$ cat config.mk
export PLATFORM = sky130hd
export DESIGN_NAME = nmi_trig_latch
export DESIGN_NICKNAME = d
export VERILOG_FILES = /design/src/rtl/nmi_latch_pkg.sv /design/src/rtl/nmi_sync.sv /design/src/rtl/nmi_sense.sv /design/src/rtl/nmi_mode_reg.sv /design/src/rtl/nmi_sr_latch.sv /design/src/rtl/nmi_trig_latch.sv
export SDC_FILE = /design/constraint.sdc
export NUM_CORES = 1
export LEC_CHECK = 0
export BUFFER_PORTS_ARGS = -buffer_cell sky130_fd_sc_hd__buf_4
export CORE_AREA = 2 2 39 41
export CTS_BUF_LIST = sky130_fd_sc_hd__clkbuf_2 sky130_fd_sc_hd__clkbuf_4 sky130_fd_sc_hd__clkbuf_8
export CTS_CLUSTER_DIAMETER = 150
export CTS_CLUSTER_SIZE = 30
export DETAILED_ROUTE_END_ITERATION = 7
export DIE_AREA = 0 0 41 43
export PLACE_DENSITY_LB_ADDON = 0.12
export SKIP_LAST_GASP = 1
export SYNTH_ARGS = -nofsm -noshare
export SYNTH_HDL_FRONTEND = slang
export SYNTH_SLANG_ARGS = --single-unit
$ cat constraint.sdc
create_clock -name clk_i -period 2.41 [get_ports clk_i]
set_input_delay 0.482 -clock clk_i [delete_from_list [all_inputs] [get_ports clk_i]]
set_output_delay 0.482 -clock clk_i [all_outputs]
set_load 0.1 [all_outputs]
$ cat src/rtl/nmi_latch_pkg.sv
package nmi_latch_pkg;
  localparam int unsigned MODE_W = 2;

  typedef enum logic [MODE_W-1:0] {
    SENSE_LVL_LO = 2'd0,
    SENSE_FALL   = 2'd1,
    SENSE_LVL_HI = 2'd2,
    SENSE_RISE   = 2'd3
  } sense_e;
endpackage

$ cat src/rtl/nmi_sync.sv
module nmi_sync #(
  parameter int unsigned STAGES  = 2,
  parameter logic        RST_VAL = 1'b1
) (
  input  logic clk_i,
  input  logic rst_ni,
  input  logic d_i,
  output logic q_o
);
  logic [STAGES-1:0] sh_q;

  generate
    for (genvar i = 0; i < STAGES; i++) begin : g_stage
      always_ff @(posedge clk_i or negedge rst_ni) begin
        if (!rst_ni)   sh_q[i] <= RST_VAL;
        else if (i == 0) sh_q[i] <= d_i;
        else             sh_q[i] <= sh_q[(i > 0) ? i-1 : 0];
      end
    end
  endgenerate

  assign q_o = sh_q[STAGES-1];
endmodule

$ cat src/rtl/nmi_sense.sv
module nmi_sense
  import nmi_latch_pkg::*;
#(
  parameter logic RST_VAL = 1'b1
) (
  input  logic   clk_i,
  input  logic   rst_ni,
  input  logic   s_i,
  input  sense_e mode_i,
  output logic   evt_o
);
  logic prev_q;

  // previous sample always tracks, so a mode switch never fabricates an edge
  always_ff @(posedge clk_i or negedge rst_ni) begin
    if (!rst_ni) prev_q <= RST_VAL;
    else         prev_q <= s_i;
  end

  always_comb begin
    unique case (mode_i)
      SENSE_LVL_LO: evt_o = ~s_i;
      SENSE_FALL:   evt_o = prev_q & ~s_i;
      SENSE_LVL_HI: evt_o = s_i;
      SENSE_RISE:   evt_o = s_i & ~prev_q;
      default:      evt_o = 1'b0;
    endcase
  end
endmodule

$ cat src/rtl/nmi_mode_reg.sv
module nmi_mode_reg
  import nmi_latch_pkg::*;
#(
  parameter int unsigned DATA_W = 32
) (
  input  logic              clk_i,
  input  logic              rst_ni,
  input  logic              wr_i,
  input  logic [DATA_W-1:0] wdata_i,
  output sense_e            mode_o
);
  sense_e mode_q;
  logic   unused_hi;

  assign unused_hi = ^wdata_i[DATA_W-1:MODE_W];

  always_ff @(posedge clk_i or negedge rst_ni) begin
    if (!rst_ni)   mode_q <= SENSE_LVL_LO;
    else if (wr_i) mode_q <= sense_e'(wdata_i[MODE_W-1:0]);
  end

  assign mode_o = mode_q;
endmodule

$ cat src/rtl/nmi_sr_latch.sv
module nmi_sr_latch (
  input  logic clk_i,
  input  logic rst_ni,
  input  logic set_i,
  input  logic clr_i,
  output logic q_o
);
  logic q_q;

  // set dominates a simultaneous clear
  always_ff @(posedge clk_i or negedge rst_ni) begin
    if (!rst_ni) q_q <= 1'b0;
    else         q_q <= set_i | (q_q & ~clr_i);
  end

  assign q_o = q_q;
endmodule

$ cat src/rtl/nmi_trig_latch.sv
module nmi_trig_latch
  import nmi_latch_pkg::*;
#(
  parameter int unsigned DATA_W      = 32,
  parameter int unsigned SYNC_STAGES = 2
) (
  input  logic              clk_i,
  input  logic              rst_ni,
  input  logic              pad_i,
  input  logic              mode_wr_i,
  input  logic [DATA_W-1:0] mode_wdata_i,
  input  logic              clr_wr_i,
  input  logic [DATA_W-1:0] clr_data_i,
  input  logic              en_i,
  output logic [1:0]        mode_o,
  output logic              irq_o,
  output logic              pend_o
);
  localparam int unsigned PEND_BIT = 0;
  localparam logic        PAD_IDLE = 1'b1; // idle-high keeps default level-low quiet

  sense_e mode;
  logic   pad_s, evt, clr, latch_q;
  logic   unused_clr;

  assign unused_clr = ^clr_data_i[DATA_W-1:PEND_BIT+1];

  nmi_mode_reg #(.DATA_W(DATA_W)) u_mode (
    .clk_i(clk_i), .rst_ni(rst_ni), .wr_i(mode_wr_i),
    .wdata_i(mode_wdata_i), .mode_o(mode)
  );

  nmi_sync #(.STAGES(SYNC_STAGES), .RST_VAL(PAD_IDLE)) u_sync (
    .clk_i(clk_i), .rst_ni(rst_ni), .d_i(pad_i), .q_o(pad_s)
  );

  nmi_sense #(.RST_VAL(PAD_IDLE)) u_sense (
    .clk_i(clk_i), .rst_ni(rst_ni), .s_i(pad_s), .mode_i(mode), .evt_o(evt)
  );

  assign clr = clr_wr_i & clr_data_i[PEND_BIT];

  nmi_sr_latch u_latch (
    .clk_i(clk_i), .rst_ni(rst_ni), .set_i(evt), .clr_i(clr), .q_o(latch_q)
  );

  assign mode_o = mode;
  assign irq_o  = latch_q;
  assign pend_o = latch_q & en_i;
endmodule

==> results of run 1 <==
[cell usage after synthesis]
| master | n |
|---|---|
| nand2b_1 | 1 |
| mux2_1 | 2 |
| dfrtp_1 | 3 |
| a221o_1 | 1 |
| a21boi_1 | 1 |
| nor2_1 | 1 |
| dfstp_2 | 3 |
| and2_1 | 1 |
| a21boi_0 | 1 |
[flip-flops by register name, summed over array words and instances (netlist names)]
register	count
u_sync.q_o	1
u_sense.prev_q	1
u_mode.mode_o	2
u_latch.q_o	1
u_sync.sh_q	1
[final timing paths]
kind / endpoint / startpoint / depth (start not counted)
max in group asynchronous: u_sync.sh_q[0] / rst_ni / 1
min in group clk_i: u_sync.sh_q[0] / pad_i / 1
max reg2reg: u_latch.q_o / u_sense.prev_q / 2
min: u_mode.mode_o[0] / rst_ni / 1
min reg2reg: u_sync.q_o / u_sync.sh_q[0] / 0
max: pend_o / u_latch.q_o / 2
[stage by stage]
stage | area [sq um] | instances | util (%)
3_5_place_dp | 328 | 42 | 23.7
4_1_cts | 358 | 46 | 25.9
2_1_floorplan | 218 | 14 | -
5_1_grt | 358 | 46 | 25.9
3_3_place_gp | 328 | 42 | 23.7
6_report | 358 | 46 | 25.9
[layer usage]
metal  vias to the layer above  global-route usage [%]  share of wire (%)  wire, um
met2                        10                    6.56                 48       194
met5                         -                       0                  0         0
met4                         0                    4.00                  0         0
met3                         0                    6.28                 16        66
met1                        80                    5.25                 35       142
li1                         81                       -                  -         -
[area by class of cell]
cell class	instances	area (sq um)	area share [%]
well taps	16	20.0	5.59
repair buffers	12	90.1	25.2
clock buffers	4	30.0	8.39
multi-input cells	8	63.8	17.8
flip-flops and latches	6	154	43.0
[kinds of logic after synthesis]
| family | Yosys count | synth area share (%) |
|---|---|---|
| flops | 6 | 70.7 |
| simple gates | 3 | 7.47 |
| compound gates | 3 | 11.5 |
| mux | 2 | 10.3 |
[worst register-to-register path, cell delays in order (launching register included)]
cell	delay [ps]
dfstp_2	520
a21boi_1	60
a221o_1	340
[where the power goes]
part	leakage, nW	internal, W	switching (W)
Combinational	0.0811	0.0000262	0.0000709
Sequential	0.0656	0.000112	0.00000605
Clock	0.0184	0.0000740	0.0000370
==> flow_summary.toml, run 1 <==
[outcome]
status = "finished clean"

[drt]
route.detailed.drc = 0
wl_per_cell_um = 8.74
ant_nets = 0
vias_per_cell = 3.72
drt-initial-drc-count = 8
wirelength_um = 402
drt_first_pass_iters = 3
vias = 171

[synth]
synthesis.nets = 84
ys_warn_count = 0
ys_top_cells_by_area = "dfstp_2 36%, dfrtp_1 34%, mux2_1 10%, a221o_1 4.6%, a21boi_0 3.4%"
yosys_register_bits = 6
synth_top_cell_by_area = "dfstp_2"
synth.distinct_cells = 9
syn_area_sq_um = 218
synth_top_area_share_pct = 36.2
avgSynthCellArea_sq_um = 15.6
syn-instance-count = 14
yosysSeqAreaShare_pct = 70.7

[worst_setup_path]
critPathKind = "flip-flop to output port"
path_buf_inv = 1
path_max_fanout = 3
cp_cell_sequence = "and2_1, buf_4"
worstSetupStartpointType = "flip-flop"
critical_path_arrival_ps = 1000
rrSetupSlack_ps = 1370
critical-path-max-stage-delay_ps = 350
cp_top_family = "flip-flops"
cpMaxStageDelayCell = "dfrtp_1"
end_kind = "output port"
worstPathRequired_ps = 1930

[clocking]
cts_hold_buf = 0
path_clk_slew_ps = 50
cts_made_buffers = 3
post_cts_resized = 0
numClockSinks = 6
clk_path_buf_depth = 2
cts_tree = "yes"
cts.root.buffer_cell = "clkbuf_4"
worst_skew_pair.late_latency_ps = 240
post_cts_buffers = 0
htree_num_levels = 1

[pwr]
leakage_nw = 0.165
power.total_w = 0.000326
power.density_nw_per_um2 = 911
max-vdd-ir-drop_mv = 0.366

[final_layout]
fin_nets = 101
nFillCells = 147
layout_commonest_cell = "buf_4"
most-common-layout-cells = "12 x buf_4, 4 x clkbuf_4, 3 x dfrtp_1, 3 x dfstp_2, 2 x mux2_1"
syn_to_final_growth_pct = 64.4
drive_above_1_share_pct = 63.3
n_antenna_cell = 0

[grt]
grt_pass1_vias = 131
grt_max_degree = 7
groute.usage.overall_pct = 5.56
grt_pass1_wl_um = 565
gr-total-overflow = 0
antenna_found_initial = 0

[timing]
relSlewSlack_pct = 81.6
max_freq_ghz = 0.675
setup_viol = 0
hold_viol = 0
rsz0062_at_grt = "no"
drv_slew = 0
fin_crit_ps = 1480
fin_crit_sh_pct = 61.4
holdWs_ps = 31.2
worst_clock_skew_ps = 9.04
setup_ws_ps = 929
fin_tns_setup_ps = 0
tightest_slew_ps = 279

[floorplan]
ios = 74
die_h_um = 43
die_w_um = 41
core_sq_um = 1380
die-area_sq_um = 1760
initial_core_util_pct = 15.7
rows = 14

[run]
maxCapViolCount = 0

[place]
gp_congestion = 0.588
place.port_buffers = 12
dp_slack_ps = 976

[min_path]
worstHoldPathType = "primary input to asynchronous set/reset pin"
No activity file was read; power rests on OpenSTA's default activity.
==> run 2, diff against run 1 <==
==> constraint.sdc (replaced) <==
create_clock -name clk_i -period 1.5 [get_ports clk_i]
set_input_delay 0.3 -clock clk_i [delete_from_list [all_inputs] [get_ports clk_i]]
set_output_delay 0.3 -clock clk_i [all_outputs]
set_load 0.1 [all_outputs]
==> run 2 against run 1 <==
- via count down 1.8%
- cell area increased by 3.8%
- sequential cell count is the same
- clock-buffer cell count unchanged
- first-iteration DRC count is 38% lower
- largest power group unchanged
- sequential power up 61%
- non-clock buffer count is 1 higher
- hold slack gained 140 ps
- clock power up 58%
- register-to-register slack got worse by 900 ps
- clock skew grew 1.2 ps
- critical endpoint unchanged
- cell count up 2.2%
==> flow_summary.toml, run 2 (synthesized netlist as in run 1, its figures left out) <==
[outcome]
status = "finished clean"

[drt]
drt_first_pass_iters = 4
highest-signal-layer = "met3"
drt-initial-drc-count = 5
route.met3.wl_um = 50
route.detailed.drc = 0
wirelength_um = 388
wl_per_cell_um = 8.26
vias_per_cell = 3.57
vias = 168
ant_nets = 0
drt-met1-wl_um = 152
route.met2.wl_um = 185

[grt]
grt_max_degree = 7
groute.usage.overall_pct = 5.66
antenna_found_initial = 0
gr-total-overflow = 0
grt_pass1_wl_um = 572
grt_pass1_vias = 137

[timing]
max_freq_ghz = 0.753
fin_crit_sh_pct = 88.6
relSlewSlack_pct = 81.6
holdWs_ps = 172
worst_clock_skew_ps = 10.2
hold_viol = 0
fin_tns_setup_ps = 0
setup_viol = 0
rsz0062_at_grt = "no"
tightest_slew_ps = 279
fin_crit_ps = 1330
drv_slew = 0

[floorplan]
die_w_um = 41
die-area_sq_um = 1760
initial_core_util_pct = 15.7
rows = 14
die_h_um = 43
core_sq_um = 1380
ios = 74

[clocking]
cts_tree = "yes"
htree_num_levels = 1
clk_path_buf_depth = 2
path_clk_slew_ps = 50
numClockSinks = 6
cts.root.buffer_cell = "clkbuf_4"
worst_skew_pair.late_latency_ps = 240
post_cts_resized = 0
cts_made_buffers = 3
post_cts_buffers = 0

[place]
place.port_buffers = 12
gp_congestion = 0.572

[worst_setup_path]
worstPathRequired_ps = 1200
path_buf_inv = 1
cp_top_family = "flip-flops"
critPathKind = "flip-flop to output port"
cp_cell_sequence = "and2_2, buf_4"
critical_path_arrival_ps = 1030
path_max_fanout = 3
critical-path-max-stage-delay_ps = 400
end_kind = "output port"
worstSetupStartpointType = "flip-flop"
cpMaxStageDelayCell = "dfrtp_2"

[pwr]
power_switching_share_pct = 34.3
intPower_w = 0.000344
max-vdd-ir-drop_mv = 0.478
power.density_nw_per_um2 = 1410
combPwrFrac_pct = 30.2
power_frac_seq_pct = 36.4
netSwitchingPower_w = 0.000180
clkPwrFrac_pct = 33.4
leakage_nw = 0.168

[final_layout]
syn_to_final_growth_pct = 70.7
drive_above_1_share_pct = 71.0
most-common-layout-cells = "12 x buf_4, 4 x clkbuf_4, 3 x dfstp_2"
n_antenna_cell = 0
nFillCells = 147
largest_reg_flops = 2
fin_nets = 102
layout_commonest_cell = "buf_4"

[run]
maxCapViolCount = 0

[min_path]
worstHoldPathType = "primary input to flip-flop"
[run 2: cell types whose count changed in the layout (fill, tap and decap cells not counted)]
cell / before / now
dfrtp_2: 0 / 2
dlygate4sd3_1: 0 / 1
and2_2: 0 / 1
dfrtp_1: 3 / 1
and2_1: 1 / 0
[run 2: cell type report]
cell class / instances / area, sq um / share of cell area (%)
sequential: 6 / 156 / 42.1
multi-input combinational: 8 / 65.1 / 17.5
timing repair buffer: 13 / 100 / 26.9
clock buffer: 4 / 30.0 / 8.08
tap: 16 / 20.0 / 5.39
[run 2: power by group through the flow]
stage | clock network (W) | logic (W) | registers (W)
after floorplan | 0 | 0.0000419 | 0.000264
after global placement | 0 | 0.000158 | 0.000193
after detailed placement | 0 | 0.000157 | 0.000194
after CTS | 0.000188 | 0.000160 | 0.000191
after global routing | 0.000206 | 0.000164 | 0.000193
final | 0.000175 | 0.000158 | 0.000190
[run 2: stage by stage]
| stage | power (W) | cell area [sq um] | util, % | setup WS [ps] | cells |
|---|---|---|---|---|---|
| 2_1_floorplan | 0.000306 | 221 | - | -35.6 | 14 |
| 3_3_place_gp | 0.000350 | 332 | 24.0 | 398 | 42 |
| 3_5_place_dp | 0.000351 | 332 | 24.0 | 398 | 42 |
| 4_1_cts | 0.000538 | 372 | 26.9 | 154 | 47 |
| 5_1_grt | 0.000563 | 372 | 26.9 | 122 | 47 |
| 6_report | 0.000524 | 372 | 26.9 | 172 | 47 |
[run 2: final timing paths]
kind	depth (start not counted)	to	from	slack [ps]
min	1	u_sync.sh_q[0]	pad_i	170
max reg2reg	2	u_latch.q_o	u_sense.prev_q	470
min in group asynchronous	2	u_mode.mode_o[0]	rst_ni	390
min reg2reg	0	u_sync.q_o	u_sync.sh_q[0]	350
max in group asynchronous	2	u_sync.sh_q[0]	rst_ni	900
max	2	pend_o	u_latch.q_o	170
[run 2: what timing repair did]
item	in CTS	in global routing
hold buffers	1	0
endpoints found under the setup margin	0	0
hold endpoints to repair	3	0
[run 2: layer usage]
metal | GRT usage, % | vias to the layer above
met2 | 6.56 | 9
met4 | 4.00 | 0
met5 | 0 | -
met1 | 5.59 | 77
li1 | - | 82
met3 | 6.28 | 0
==> run 3, diff against run 2 <==
--- a/config.mk
+++ b/config.mk
@@ -12,7 +12,7 @@
 export CTS_CLUSTER_SIZE = 30
 export DETAILED_ROUTE_END_ITERATION = 7
 export DIE_AREA = 0 0 41 43
-export PLACE_DENSITY_LB_ADDON = 0.12
+export PLACE_DENSITY = 0.74
 export SKIP_LAST_GASP = 1
 export SYNTH_ARGS = -nofsm -noshare
 export SYNTH_HDL_FRONTEND = slang
==> run 3 against run 2 <==
- die area did not move
- setup slack improved by 0.73 ps
- power rose by 1.0%
- cell count did not move
- sequential cell count did not move
- largest power group unchanged
- highest routed layer unchanged
- global-route usage rose by 0.42 points
- core utilization did not move
- maximum frequency barely moved
- critical path depth did not move
==> flow_summary.toml, run 3 (synthesized netlist as in run 1, its figures left out) <==
[final_layout]
fin_nets = 102
largest_reg_flops = 2
drive_above_1_share_pct = 71.0
fin_util_pct = 26.9
nFillCells = 149
n_antenna_cell = 0
fin_area_sq_um = 372
syn_to_final_growth_pct = 70.7
layout_commonest_cell = "buf_4"
most-common-layout-cells = "12 x buf_4, 4 x clkbuf_4, 3 x dfstp_2"
instances_no_fill = 47

[drt]
wirelength_um = 423
drt-initial-drc-count = 1
drt_first_pass_iters = 4
highest-signal-layer = "met3"
ant_nets = 0
vias = 173
drt-met1-wl_um = 168
vias_per_cell = 3.68
route.met3.wl_um = 99
route.met2.wl_um = 155
wl_per_cell_um = 9.00
route.detailed.drc = 0

[clocking]
path_clk_slew_ps = 50
cts_made_buffers = 3
post_cts_resized = 0
cts.root.buffer_cell = "clkbuf_4"
numClockSinks = 6
clk_path_buf_depth = 2
post_cts_buffers = 0
worst_skew_pair.late_latency_ps = 240
htree_num_levels = 1
cts_tree = "yes"

[worst_setup_path]
critPathKind = "flip-flop to output port"
worstSetupStartpointType = "flip-flop"
worstPathRequired_ps = 1200
path_max_fanout = 3
rrSetupSlack_ps = 460
critical_path_arrival_ps = 1030
end_kind = "output port"

[floorplan]
die_h_um = 43
initial_core_util_pct = 15.7
die_w_um = 41
rows = 14
core_sq_um = 1380
ios = 74
die-area_sq_um = 1760

[timing]
tightest_slew_ps = 282
fin_tns_setup_ps = 0
worst_clock_skew_ps = 0.504
fin_crit_ps = 1330
drv_slew = 0
relSlewSlack_pct = 81.3
max_freq_ghz = 0.753
fin_crit_sh_pct = 88.5
holdWs_ps = 160
setup_viol = 0
hold_viol = 0
rsz0062_at_grt = "no"

[pwr]
leakage_nw = 0.168
power.density_nw_per_um2 = 1420
max-vdd-ir-drop_mv = 0.492

[grt]
gr-total-overflow = 0
groute.usage.overall_pct = 6.08
grt_pass1_vias = 164
grt_max_degree = 7
antenna_found_initial = 0
grt_pass1_wl_um = 634

[place]
place.port_buffers = 12
placed_cells = 42
gp_congestion = 0.589
dp_hpwl_um = 339
place_area_sq_um = 332

[run]
maxCapViolCount = 0

[min_path]
worstHoldPathType = "primary input to flip-flop"

[outcome]
status = "finished clean"
-- run 3: layer usage --
layer,track usage (%),up-vias
met5,0,-
li1,-,82
met1,6.29,76
met2,6.88,15
met3,6.81,0
met4,4.00,0
-- run 3: layout make-up --
cell class / count / area (sq um) / area share (%)
clock buffer: 4 / 30.0 / 8.08
tap: 16 / 20.0 / 5.39
sequential: 6 / 156 / 42.1
multi-input combinational: 8 / 65.1 / 17.5
timing repair buffer: 13 / 100 / 26.9
-- run 3: report_power, final --
part           internal, W  total [W]  switching, W
combinational    0.0000445   0.000159      0.000114
sequential        0.000181   0.000191    0.00000959
clock             0.000119   0.000180     0.0000607
-- run 3: final timing paths --
| kind | end | depth (start not counted) | start |
|---|---|---|---|
| setup reg to reg | u_latch.q_o | 2 | u_sense.prev_q |
| hold / removal | u_sync.sh_q[0] | 1 | pad_i |
| min in group asynchronous | u_mode.mode_o[1] | 2 | rst_ni |
| hold reg to reg | u_sync.q_o | 0 | u_sync.sh_q[0] |
| setup / recovery | pend_o | 2 | u_latch.q_o |
| max in group asynchronous | u_sync.q_o | 2 | rst_ni |
-- run 3: metrics by stage --
step	power (W)	worst slack (ps)
after floorplan	0.000306	-35.6
after global placement	0.000350	397
after detailed placement	0.000351	397
after CTS	0.000543	158
after global routing	0.000560	134
final	0.000529	172
-- run 3: critical path: stages (launching register included) --
cell	delay, ps
dfrtp_2	400
and2_2	160
buf_4	230
-- run 3: repair_timing --
item,in CTS,in global routing
hold buffers,1,0
setup endpoints to repair,0,0
hold endpoints to repair,3,0
